**src/rtl/rtc_alarm_pkg.sv**
```systemverilog
package rtc_alarm_pkg;
  localparam int NUM_FIELDS = 4;   // sec, min, hour, day
  localparam int NUM_ALARMS = 2;
  localparam int ALM_BASE   = 7;   // first alarm read address

  typedef logic [7:0] reg8_t;
  typedef logic [6:0] tval_t;
  typedef reg8_t [NUM_FIELDS-1:0] fields_t;
  typedef tval_t [NUM_FIELDS-1:0] tfields_t;

  localparam logic [7:0] ADDR_CTRL_RD = 8'h0F;
  localparam logic [7:0] ADDR_CTRL_WR = 8'h8F;
  localparam logic [7:0] ADDR_STAT_RD = 8'h10;

  localparam int CTRL_WP   = 6;
  localparam int CTRL_HZ   = 2;
  localparam int CTRL_AIE1 = 1;
  localparam int CTRL_AIE0 = 0;
  localparam int MASK_BIT  = 7;
endpackage

```
**src/rtl/rtc_alarm_set.sv**
```systemverilog
module rtc_alarm_set
  import rtc_alarm_pkg::*;
(
  input  logic                  clk_i,
  input  logic                  rst_ni,
  input  logic [NUM_FIELDS-1:0] we_i,
  input  reg8_t                 wdata_i,
  input  tfields_t              time_i,
  input  logic                  tick_i,
  input  logic                  clr_i,
  output fields_t               regs_o,
  output logic                  flag_o,
  output logic                  hit_o
);
  fields_t               regs_q;
  logic [NUM_FIELDS-1:0] fld_ok;

  for (genvar f = 0; f < NUM_FIELDS; f++) begin : g_fld
    always_ff @(posedge clk_i or negedge rst_ni) begin
      if (!rst_ni)      regs_q[f] <= '0;
      else if (we_i[f]) regs_q[f] <= wdata_i;
    end
    assign fld_ok[f] = regs_q[f][MASK_BIT] | (regs_q[f][6:0] == time_i[f]);
  end

  assign hit_o = tick_i & (&fld_ok);

  // a new match outranks a clearing access in the same cycle
  always_ff @(posedge clk_i or negedge rst_ni) begin
    if (!rst_ni)     flag_o <= 1'b0;
    else if (hit_o)  flag_o <= 1'b1;
    else if (clr_i)  flag_o <= 1'b0;
  end

  assign regs_o = regs_q;
endmodule

```
**src/rtl/rtc_pulse_gen.sv**
```systemverilog
module rtc_pulse_gen #(
  parameter int PULSE_CYC = 16
) (
  input  logic clk_i,
  input  logic rst_ni,
  input  logic en_i,
  input  logic trig_i,
  output logic pulse_o
);
  localparam int CNT_W = $clog2(PULSE_CYC + 1);

  logic [CNT_W-1:0] cnt_q;

  always_ff @(posedge clk_i or negedge rst_ni) begin
    if (!rst_ni)            cnt_q <= '0;
    else if (!en_i)         cnt_q <= '0;
    else if (trig_i)        cnt_q <= CNT_W'(PULSE_CYC);
    else if (cnt_q != '0)   cnt_q <= cnt_q - 1'b1;
  end

  assign pulse_o = en_i & (cnt_q != '0);
endmodule

```
**src/rtl/rtc_alarm_irq.sv**
```systemverilog
module rtc_alarm_irq
  import rtc_alarm_pkg::*;
#(
  parameter int PULSE_CYC = 16
) (
  input  logic       clk_i,
  input  logic       rst_ni,
  input  logic [7:0] addr_i,
  input  logic       rd_i,
  input  logic       wr_i,
  input  logic [7:0] wdata_i,
  output logic [7:0] rdata_o,
  input  logic       tick_i,
  input  logic [6:0] sec_i,
  input  logic [6:0] min_i,
  input  logic [6:0] hour_i,
  input  logic [6:0] day_i,
  output logic       int0_no,
  output logic       int1_o,
  output logic       hz_oe_o
);
  tfields_t              cur_time;
  fields_t               alm_regs [NUM_ALARMS];
  logic [NUM_ALARMS-1:0] irq_flag;
  logic [NUM_ALARMS-1:0] alm_hit;
  logic                  wp_q, hz_q, aie1_q, aie0_q;
  logic                  ctrl_wr;

  assign cur_time = {day_i, hour_i, min_i, sec_i};
  assign ctrl_wr  = wr_i && (addr_i == ADDR_CTRL_WR);

  // while protected only the protect bit itself is writable
  always_ff @(posedge clk_i or negedge rst_ni) begin
    if (!rst_ni) begin
      wp_q   <= 1'b1;
      hz_q   <= 1'b0;
      aie1_q <= 1'b0;
      aie0_q <= 1'b0;
    end else if (ctrl_wr) begin
      wp_q <= wdata_i[CTRL_WP];
      if (!wp_q) begin
        hz_q   <= wdata_i[CTRL_HZ];
        aie1_q <= wdata_i[CTRL_AIE1];
        aie0_q <= wdata_i[CTRL_AIE0];
      end
    end
  end

  for (genvar k = 0; k < NUM_ALARMS; k++) begin : g_alm
    localparam logic [6:0] BASE = 7'(ALM_BASE + k * NUM_FIELDS);
    logic [6:0]            off;
    logic                  in_win;
    logic                  acc;
    logic [NUM_FIELDS-1:0] we;

    assign off    = addr_i[6:0] - BASE;
    assign in_win = (addr_i[6:0] >= BASE) && (off < 7'(NUM_FIELDS));
    assign acc    = in_win & ((rd_i & ~addr_i[7]) | (wr_i & addr_i[7]));

    for (genvar f = 0; f < NUM_FIELDS; f++) begin : g_we
      assign we[f] = wr_i & addr_i[7] & in_win & ~wp_q & (off == 7'(f));
    end

    rtc_alarm_set u_set (
      .clk_i   (clk_i),
      .rst_ni  (rst_ni),
      .we_i    (we),
      .wdata_i (wdata_i),
      .time_i  (cur_time),
      .tick_i  (tick_i),
      .clr_i   (acc),
      .regs_o  (alm_regs[k]),
      .flag_o  (irq_flag[k]),
      .hit_o   (alm_hit[k])
    );
  end

  rtc_pulse_gen #(.PULSE_CYC(PULSE_CYC)) u_int1 (
    .clk_i   (clk_i),
    .rst_ni  (rst_ni),
    .en_i    (aie1_q),
    .trig_i  (alm_hit[1]),
    .pulse_o (int1_o)
  );

  assign int0_no = ~(aie0_q & irq_flag[0]);
  assign hz_oe_o = hz_q;

  always_comb begin
    rdata_o = '0;
    if (addr_i == ADDR_CTRL_RD) begin
      rdata_o[CTRL_WP]   = wp_q;
      rdata_o[CTRL_HZ]   = hz_q;
      rdata_o[CTRL_AIE1] = aie1_q;
      rdata_o[CTRL_AIE0] = aie0_q;
    end
    if (addr_i == ADDR_STAT_RD) rdata_o[NUM_ALARMS-1:0] = irq_flag;
    for (int k = 0; k < NUM_ALARMS; k++) begin
      for (int f = 0; f < NUM_FIELDS; f++) begin
        if (addr_i == 8'(ALM_BASE + k * NUM_FIELDS + f)) rdata_o = alm_regs[k][f];
      end
    end
  end
endmodule

```
**config.mk**
```make
export PLATFORM = sky130hd
export DESIGN_NAME = rtc_alarm_irq
export DESIGN_NICKNAME = d
export VERILOG_FILES = /design/src/rtl/rtc_alarm_pkg.sv /design/src/rtl/rtc_alarm_set.sv /design/src/rtl/rtc_pulse_gen.sv /design/src/rtl/rtc_alarm_irq.sv
export SDC_FILE = /design/constraint.sdc
export NUM_CORES = 1
export LEC_CHECK = 0
export BUFFER_PORTS_ARGS = -buffer_cell sky130_fd_sc_hd__buf_2
export CAP_MARGIN = 5
export CELL_PAD_IN_SITES_DETAIL_PLACEMENT = 0
export CELL_PAD_IN_SITES_GLOBAL_PLACEMENT = 1
export CORE_ASPECT_RATIO = 0.5
export CORE_MARGIN = 1.5
export CORE_UTILIZATION = 25
export CTS_CLUSTER_SIZE = 10
export DETAILED_ROUTE_END_ITERATION = 6
export GPL_ROUTABILITY_DRIVEN = 0
export PLACE_DENSITY_LB_ADDON = 0.1
export RECOVER_POWER = 50
export SLEW_MARGIN = 20
export SYNTH_ARGS = -nofsm -noshare
export SYNTH_HDL_FRONTEND = slang
export SYNTH_SLANG_ARGS = --single-unit
```
**constraint.sdc**
```tcl
create_clock -name clk_i -period 2.05 [get_ports clk_i]
set_clock_uncertainty 0.05 [all_clocks]
set_input_delay 0.1025 -clock clk_i [delete_from_list [all_inputs] [get_ports clk_i]]
set_output_delay 0.1025 -clock clk_i [all_outputs]
set_load 0.01 [all_outputs]
```
# After elaboration in Yosys (flattened, before gate mapping)
# Index checks and enable logic that the tools add are counted.
# word_totals
ff_bits	75
latchBits	0
ramBits	0
mem_bits_ro	0
input_bits	49
output_inout_bits	11
wordCells	109
mem_count	0
# classes
addsub	3
multipliers	0
div_mod_pow	0
magnitude_cmp	4
n_eq_ne	26
shift	0
mux	18
bitwise_logic	32
n_reduce_logical	11
# op_table
op	count
$eq A8 B4 Y1 const B	8
$mux W8	8
$eq A7 B7 Y1	8
$eq A7 B2 Y1 const B	4
$and A1 B1 Y1	20
$mux W5	3
$eq A7 B1 Y1 const B	2
$logic_not A7 Y1	2
$lt A7 B3 Y1 const B	2
$or A1 B1 Y1	9
$eq A8 B3 Y1 const B	1
$eq A8 B5 Y1 const B	1
$eq A8 B8 Y1 const B	1
$reduce_and A4 Y1	2
$ge A7 B3 Y1 const B	1
$ge A7 B4 Y1 const B	1
$sub A7 B3 Y7 const B	1
$sub A7 B4 Y7 const B	1
$mux W1	5
$reduce_bool A5 Y1	1
$sub A5 B1 Y5 const B	1
$reduce_bool A2 Y1	2
$logic_and A1 B1 Y1	3
$mux W3	1
4 further kinds	6

# Longest topological paths before layout
# Gate-level depths: netlist (run 1).
# logic_depth
word_depth	11
mapped_depth	7

# Cells and area by module
# Synthesis (run 1) repeated with hierarchy kept, for this count alone.
# unflattened
hier_cells	415
area_unflattened_um2	4451.8
# modules_own_cells
module	n_inst	cells_per_inst	area_per_inst_um2	seq_area_each_um2
rtc_alarm_set	2	109	1549.0	825.8
rtc_alarm_irq	1	170	1082.3	101.3
rtc_pulse_gen	1	27	271.5	125.1

# Least setup slack after synthesis (run 1)
# OpenSTA, ideal clock, no wires.
# synth_timing
path_kind	register to register
from	register g_alm[1].u_set.regs_q, in the netlist g_alm[1].u_set.regs_o[5]
to	register u_int1.cnt_q[2]
setup_ps	157
arrival_time_ps	1588
setup_slack_ps	255
stages_incl_launch_ff	6
n_path_buf	0
cell_sequence	dfrtp_1 -> xor2_1 -> nor4_1 -> a41oi_1 -> o41ai_1 -> nor3_1
# synth_between
elab_chain_cells	6
# synth_rtl
element	line_no	source
from (decl)	rtc_alarm_set.sv:15	fields_t regs_q;
from (signal, indexed assignment)	rtc_alarm_set.sv:21	else if (we_i[f]) regs_q[f] <= wdata_i;
$eq A7 B7 Y1 *	rtc_alarm_set.sv:23	assign fld_ok[f] = regs_q[f][MASK_BIT] | (regs_q[f][6:0] == time_i[f]);
$or A1 B1 Y1 *	rtc_alarm_set.sv:23	
$reduce_and A4 Y1 *	rtc_alarm_set.sv:26	assign hit_o = tick_i & (&fld_ok);
$and A1 B1 Y1 *	rtc_alarm_set.sv:26	
$mux W5	rtc_pulse_gen.sv:17	else if (trig_i) cnt_q <= CNT_W'(PULSE_CYC);
$mux W5	rtc_pulse_gen.sv:16	else if (!en_i) cnt_q <= '0;
to (signal assigned)	rtc_pulse_gen.sv:17	
to (signal assigned)	rtc_pulse_gen.sv:18	else if (cnt_q != '0) cnt_q <= cnt_q - 1'b1;
to (decl)	rtc_pulse_gen.sv:12	logic [CNT_W-1:0] cnt_q;
# Mark *: on every way between the ends. The rest lies on a longest branch, timed or not.
# A chain may end at the register's enable or synchronous reset.

# Final worst setup path (run 1)
# layout_timing
from	register g_alm[0].u_set.regs_q, in the netlist g_alm[0].u_set.regs_o[21]
to	output rdata_o[5]
# layout_between
elab_chain_cells	6
# layout_rtl
element	line_no	source
from (decl)	rtc_alarm_set.sv:15	
from (signal, indexed assignment)	rtc_alarm_set.sv:21	
$mux W8 (6 in series)	rtc_alarm_irq.sv:100	if (addr_i == 8'(ALM_BASE + k * NUM_FIELDS + f)) rdata_o = alm_regs[k][f];
to (decl)	rtc_alarm_irq.sv:12	output logic [7:0] rdata_o,
# Every way passes these cells.

==> results of run 1 <==
-- report_power, final --
group | switching (mW) | leakage, nW | internal (mW)
Clock | 0.631 | 0.137 | 0.927
Combinational | 0.306 | 1.55 | 0.240
Sequential | 0.0709 | 1.03 | 1.55
Total | 1.01 | 2.72 | 2.71
-- stage by stage --
stage / area (µm²) / util, % / hold slack, ns
3_5_place_dp: 5460 / 31.1 / -0.0627
6_report: 5870 / 33.4 / 0.152
5_1_grt: 5870 / 33.4 / 0.163
4_1_cts: 5820 / 33.1 / 0.116
3_3_place_gp: 5460 / 31.1 / -0.0639
2_1_floorplan: 4530 / - / -0.243
-- cell usage after synthesis (2+ instances only) --
master	n	area share, %
a221oi_2	3	0.99
a211oi_1	2	0.33
a22oi_1	5	0.83
ha_1	2	0.55
nand3_1	7	0.77
o21ai_0	6	0.66
a41oi_1	7	1.4
nand4_1	5	0.69
mux2i_1	7	1.5
o22ai_1	7	0.97
xnor2_1	27	5.2
or2_2	4	0.55
o22a_1	3	0.58
nor4_1	10	1.4
a22o_1	3	0.58
a21o_1	3	0.50
a21oi_1	14	1.5
nand2_1	14	1.2
mux2_2	73	18
buf_6	2	0.50
nor2_1	22	1.8
dfrtp_1	74	41
nor2b_1	5	0.69
nor4_2	3	0.83
or3_1	2	0.28
nor3_1	7	0.77
nand2b_1	2	0.28
nor4b_1	3	0.58
buf_1	2	0.17
buf_2	6	0.66
inv_1	8	0.66
a31oi_1	5	0.69
xor2_1	32	6.2
buf_4	3	0.50
o31ai_1	2	0.33
-- path summary, 6_finish.rpt --
| kind | startpoint | endpoint | depth (start not counted) |
|---|---|---|---|
| setup / recovery | g_alm[0].u_set.regs_o[21] | rdata_o[5] | 7 |
| hold / removal | wdata_i[4] | g_alm[1].u_set.regs_o[20] | 2 |
| setup reg to reg | g_alm[0].u_set.regs_o[26] | g_alm[0].u_set.flag_o | 6 |
| hold reg to reg | g_alm[1].u_set.flag_o | g_alm[1].u_set.flag_o | 1 |
| max in group asynchronous | rst_ni | g_alm[0].u_set.regs_o[0] | 3 |
| min in group asynchronous | rst_ni | g_alm[1].u_set.regs_o[19] | 2 |
-- area by class of cell --
| type | count | share of cell area [%] |
|---|---|---|
| Clock buffer | 9 | 3.84 |
| Clock inverter | 5 | 0.959 |
| Inverter | 8 | 0.511 |
| Multi-Input combinational cell | 309 | 45.1 |
| Sequential cell | 75 | 32.0 |
| Tap cell | 234 | 4.99 |
| Timing Repair Buffer | 114 | 12.6 |
-- critical path, delay by kind of cell, from the launching register on --
| kind | cells | cell delay, ns |
|---|---|---|
| simple gates | 1 | 0.09 |
| buf+inv | 2 | 0.27 |
| mux | 1 | 0.28 |
| compound gates | 3 | 0.46 |
| flops | 1 | 0.46 |
-- sequential cells by signal (all words and copies together) (netlist names) --
name                count
hz_oe_o                 1
aie0_q                  1
wp_q                    1
u_int1.cnt_q            5
g_alm.u_set.flag_o      2
g_alm.u_set.regs_o     64
aie1_q                  1
-- kinds of logic (layout without fill, tap and decap cells) --
group	count (synthesis)	count (layout)	share of synthesized area, %
AND/OR/NAND/NOR	96	97	12.6
multiplexers	81	81	20.2
flip-flops	75	75	41.4
AO/OA/AOI/OAI	70	70	11.3
XOR/XNOR	59	59	11.4
buffers and inverters	22	136	2.57
adder cells (fa/ha/maj)	2	2	0.552
-- repair_timing --
action | CTS | global route
buffers inserted | 0 | 0
resized for setup | 10 | 11
hold endpoints to repair | 75 | 0
cloned | 1 | 0
setup endpoints to repair | 9 | 11
pin swaps | 4 | 2
hold buffers | 2 | 0
-- per-layer routing --
layer / share of wire [%] / up-vias / track usage [%]
met4: 0.70 / 0 / 3.45
met3: 4.3 / 9 / 2.76
met2: 40 / 84 / 25.4
li1: - / 1731 / -
met5: 0 / - / 0
met1: 55 / 1866 / 28.7
-- layout by cell type, fill, tap and decap left out, types with 4 or more instances in the layout --
master     synthesis  routed
o22ai_1            7       6
nand4_1            5       5
o21ai_0            6       6
xor2_1            32      32
nor2b_1            5       5
inv_1              8       8
buf_4              3      50
buf_2              6      57
a41oi_1            7       6
dfrtp_1           74      73
nor3_1             7       6
a21oi_1           14      12
a31oi_1            5       4
nor2_1            22      21
nor4_1            10       6
a22oi_1            5       5
nor4_2             3       6
nand2_1           14      14
or2_2              4       4
clkbuf_16          0       9
mux2i_1            7       7
xnor2_1           27      27
mux2_2            73      72
nand3_1            7       7
==> flow_summary.json, run 1 <==
{
  "period_needed_ns": 2.05,
  "startpoint_type": "flop",
  "pin_count": 60,
  "first_global_vias": 3803,
  "critPathSlowestCell": "dfrtp_2",
  "syn_to_final_growth_pct": 29.5,
  "grt_max_degree": 61,
  "die_area_um2": 19000,
  "cpPeakStageDelay_ns": 0.46,
  "end_kind": "output pin",
  "clk_latency_ns": 0.33,
  "synthesis.nets": 456,
  "critPathKind": "flop to output pin",
  "grt_overflow": 0,
  "hold_viol": 0,
  "drtIter0Drc": 235,
  "ys_seq_area_share_pct": 41.4,
  "setup_tns_ns": 0,
  "antenna_cells": 0,
  "finalSetupViolCount": 0,
  "ant_nets": 0,
  "n_fill_cell": 1848,
  "yosys_warnings": 0,
  "synth.distinct_cells": 60,
  "ys.flop_type": "dfrtp_1",
  "drc_errors": 5,
  "seq_area_um2": 1880,
  "critPathArrivalTime_ns": 1.89,
  "dp_slack_ns": -0.170,
  "syn_inst": 405,
  "power.total_mw": 3.72,
  "coreArea_um2": 17600,
  "run_status": "finished with violations",
  "cts_sinks": 75,
  "grt_pass1_wl_um": 25000,
  "viasPerCell": 4.89,
  "cts_root_buf": "clkbuf_16",
  "start_util_pct": 25.8,
  "violations": "design-rule violations",
  "die_x_um": 193,
  "place_inst": 737,
  "max_slew_margin_pct": 36.9,
  "cts_buffer_depth": 2,
  "setup_slack_ns": 0.00331,
  "path_clk_slew_ns": 0.06,
  "grt_setup_unrepaired": "true",
  "vdd_drop_max_mv": 0.321,
  "wire_per_inst_um": 21.8,
  "rows": 34,
  "cap_violations": 0,
  "nets": 568,
  "syn-cell-area_um2": 4530,
  "fin_crit_sh_pct": 99.8,
  "dr.pass1.iters": 6,
  "tightest_slew_ns": 0.946,
  "multi_input_area_um2": 2650,
  "crit_required_ns": 1.90,
  "p_leak_nw": 2.72,
  "syn_avg_cell_area_um2": 11.2,
  "hpwlAfterDp_um": 12900,
  "die_y_um": 98.2,
  "crit_fanout": 3,
  "power_density_nw_per_um2": 634,
  "cts_made_buffers": 9,
  "portBuffers": 59,
  "cts_tree": "built",
  "crit_chain": "mux2_4, o221ai_2, a21oi_2, a31oi_4, nor3_2, buf_4, buf_2",
  "grtUsageTotal_pct": 18.1,
  "vias": 3690,
  "htreeDepth": 3,
  "hold_class": "input pin to flop",
  "regToRegSetupSlack_ns": 0.12,
  "fin_cells": 754,
  "drv_slew": 0,
  "grt_antenna_before_repair": 0,
  "layout-drive-gt1-share_pct": 44.2,
  "synth-edff-count": 0,
  "fmax_mhz": 489,
  "yosys_register_bits": 75,
  "finalWirelength_um": 16500,
  "async_flop_share_pct": 100
}
(Power assumes the default switching activity.)
==> inputs of run 2 (changes only) <==
CTS_BUF_LIST = sky130_fd_sc_hd__clkbuf_4 sky130_fd_sc_hd__clkbuf_8   (was unset)
SYNTH_HIERARCHICAL = 1   (was unset)
==> run 2 against run 1 <==
Critical path depth unchanged. Final cell count shrank 1.5%. Largest cell class unchanged. Die area is 1.9% lower. The run now ends clean. Highest routed layer unchanged. Critical path type is now flop to flop. First-iteration DRC count shrank 8.1%. Via count decreased by 3.6%.
==> flow_summary.json, run 2 <==
{
  "run_status": "finished, final reports clean",
  "start_util_pct": 25.6,
  "max_slew_margin_pct": 49.0,
  "r2r_cells": 7,
  "fmax_mhz": 506,
  "portBuffers": 59,
  "antenna_cells": 0,
  "critPathKind": "flop to flop",
  "syn_avg_cell_area_um2": 10.7,
  "min-delay-start": "wdata_i[7]",
  "final_common_cell": "mux2_2",
  "drtIter0Drc": 216,
  "grt_antenna_before_repair": 0,
  "first_global_vias": 3746,
  "regToRegSetupSlack_ns": 0.08,
  "dr.pass1.iters": 4,
  "fin_cells": 743,
  "drc_errors": 0,
  "critPathArrivalTime_ns": 2.18,
  "largest_reg_flops": 64,
  "end_kind": "flop",
  "crit_required_ns": 2.25,
  "coreArea_um2": 17400,
  "synthesis.nets": 464,
  "cts_made_buffers": 9,
  "path_clk_slew_ns": 0.09,
  "vias": 3557,
  "layout-drive-gt1-share_pct": 42.2,
  "final_cell_mix": "72 x mux2_2, 71 x dfrtp_1, 56 x buf_2",
  "finalSetupViolCount": 0,
  "tightest_slew_ns": 0.765,
  "place_inst": 715,
  "fin_crit_sh_pct": 96.3,
  "vdd_drop_max_mv": 0.262,
  "cts_tree": "built",
  "die_area_um2": 18600,
  "cts_root_buf": "clkbuf_8",
  "power.total_mw": 3.46,
  "p_leak_nw": 2.48,
  "viasPerCell": 4.79,
  "die_x_um": 192,
  "r2r-end": "u_int1/cnt_q[1]",
  "clk_latency_ns": 0.36,
  "period_needed_ns": 1.97,
  "fin_worst_hold_slack_ns": 0.0836,
  "grt_max_degree": 51,
  "nets": 554,
  "startpoint_type": "flop",
  "cap_violations": 0,
  "wire_per_inst_um": 20.8,
  "syn-cell-area_um2": 4450,
  "htreeDepth": 3,
  "crit_fanout": 4,
  "hold_viol": 0,
  "min_to": "g_alm[0].u_set/regs_o[23]",
  "syn_inst": 414,
  "ant_nets": 0,
  "grtUsageTotal_pct": 17.6,
  "cts_sinks": 75,
  "drv_slew": 0,
  "finalWirelength_um": 15500,
  "cts_buffer_depth": 2,
  "worstHoldPathCells": 2,
  "rows": 34,
  "syn_to_final_growth_pct": 25.8,
  "hpwlAfterDp_um": 11700,
  "setup_slack_ns": 0.0751,
  "grt_pass1_wl_um": 23900,
  "dp_slack_ns": -0.274,
  "power_density_nw_per_um2": 619,
  "die_y_um": 97.3,
  "hold_class": "input pin to flop",
  "pin_count": 60,
  "grt_overflow": 0,
  "yosys_warnings": 6,
  "r2r-start": "g_alm[1].u_set/regs_o[10]"
}
[run 2: cell type report]
class	count	area [µm²]
well taps	234	293
multi-input cells	310	2530
flip-flops and latches	75	1880
inverters	7	26.3
clock buffers	10	138
fillers	1871	11800
repair buffers	101	632
clock inverters	6	88.8
[run 2: how the worst max path moves through the flow]
stage | to | from | slack [ns] | cells after the start
final | u_int1/cnt_q[1] | g_alm[1].u_set/regs_o[10] | 0.08 | 7
after global routing | u_int1/cnt_q[0] | g_alm[1].u_set/regs_o[10] | -0.007 | 7
after CTS | int1_o | u_int1/cnt_q[1] | 0.02 | 5
after floorplan | g_alm[1].u_set/regs_o[0] | addr_i[0] | 0.29 | 7
after detailed placement | u_int1/cnt_q[0] | g_alm[1].u_set/regs_o[17] | -0.27 | 7
after global placement | u_int1/cnt_q[0] | g_alm[1].u_set/regs_o[16] | -0.09 | 7
[run 2: worst max-delay path, cell delays in order (launching register included)]
cell	delay, ns
dfrtp_1	0.41
xor2_1	0.16
nor4_2	0.29
a41oi_2	0.27
nor4_2	0.34
buf_4	0.18
nand2b_4	0.13
a211oi_2	0.04
[run 2: stage by stage]
stage               cell area (µm²)  util [%]  TNS [ns]
floorplan                      4450         -         0
global placement               5200      29.9    -0.350
detailed placement             5200      29.9     -1.14
CTS                            5550      31.9         0
global route                   5590      32.2   -0.0271
finish                         5590      32.2         0
[run 2: report_power, final]
group	internal [mW]	leakage, nW	total, mW	switching, mW
sequential	1.54	1.03	1.61	0.0712
clock	0.720	0.108	1.35	0.635
combinational	0.217	1.34	0.493	0.276
total	2.48	2.48	3.46	0.982
[run 2: timing repair]
action / 4_1_cts / 5_1_grt
hold buffers: 1 / 0
buffers inserted: 6 / 5
cloned: 0 / 0
endpoints found under the setup margin: 7 / 6
hold endpoints to repair: 34 / 0
resized for setup: 13 / 7
pin swaps: 8 / 8
[run 2: layer usage]
layer  vias up  GRT usage, %  share of wire (%)
li1       1691             -                  -
met1      1796          27.2                 53
met2        60          25.6                 43
met3        10          2.60                3.1
met4         0          3.67               0.88
met5         -             0                  0
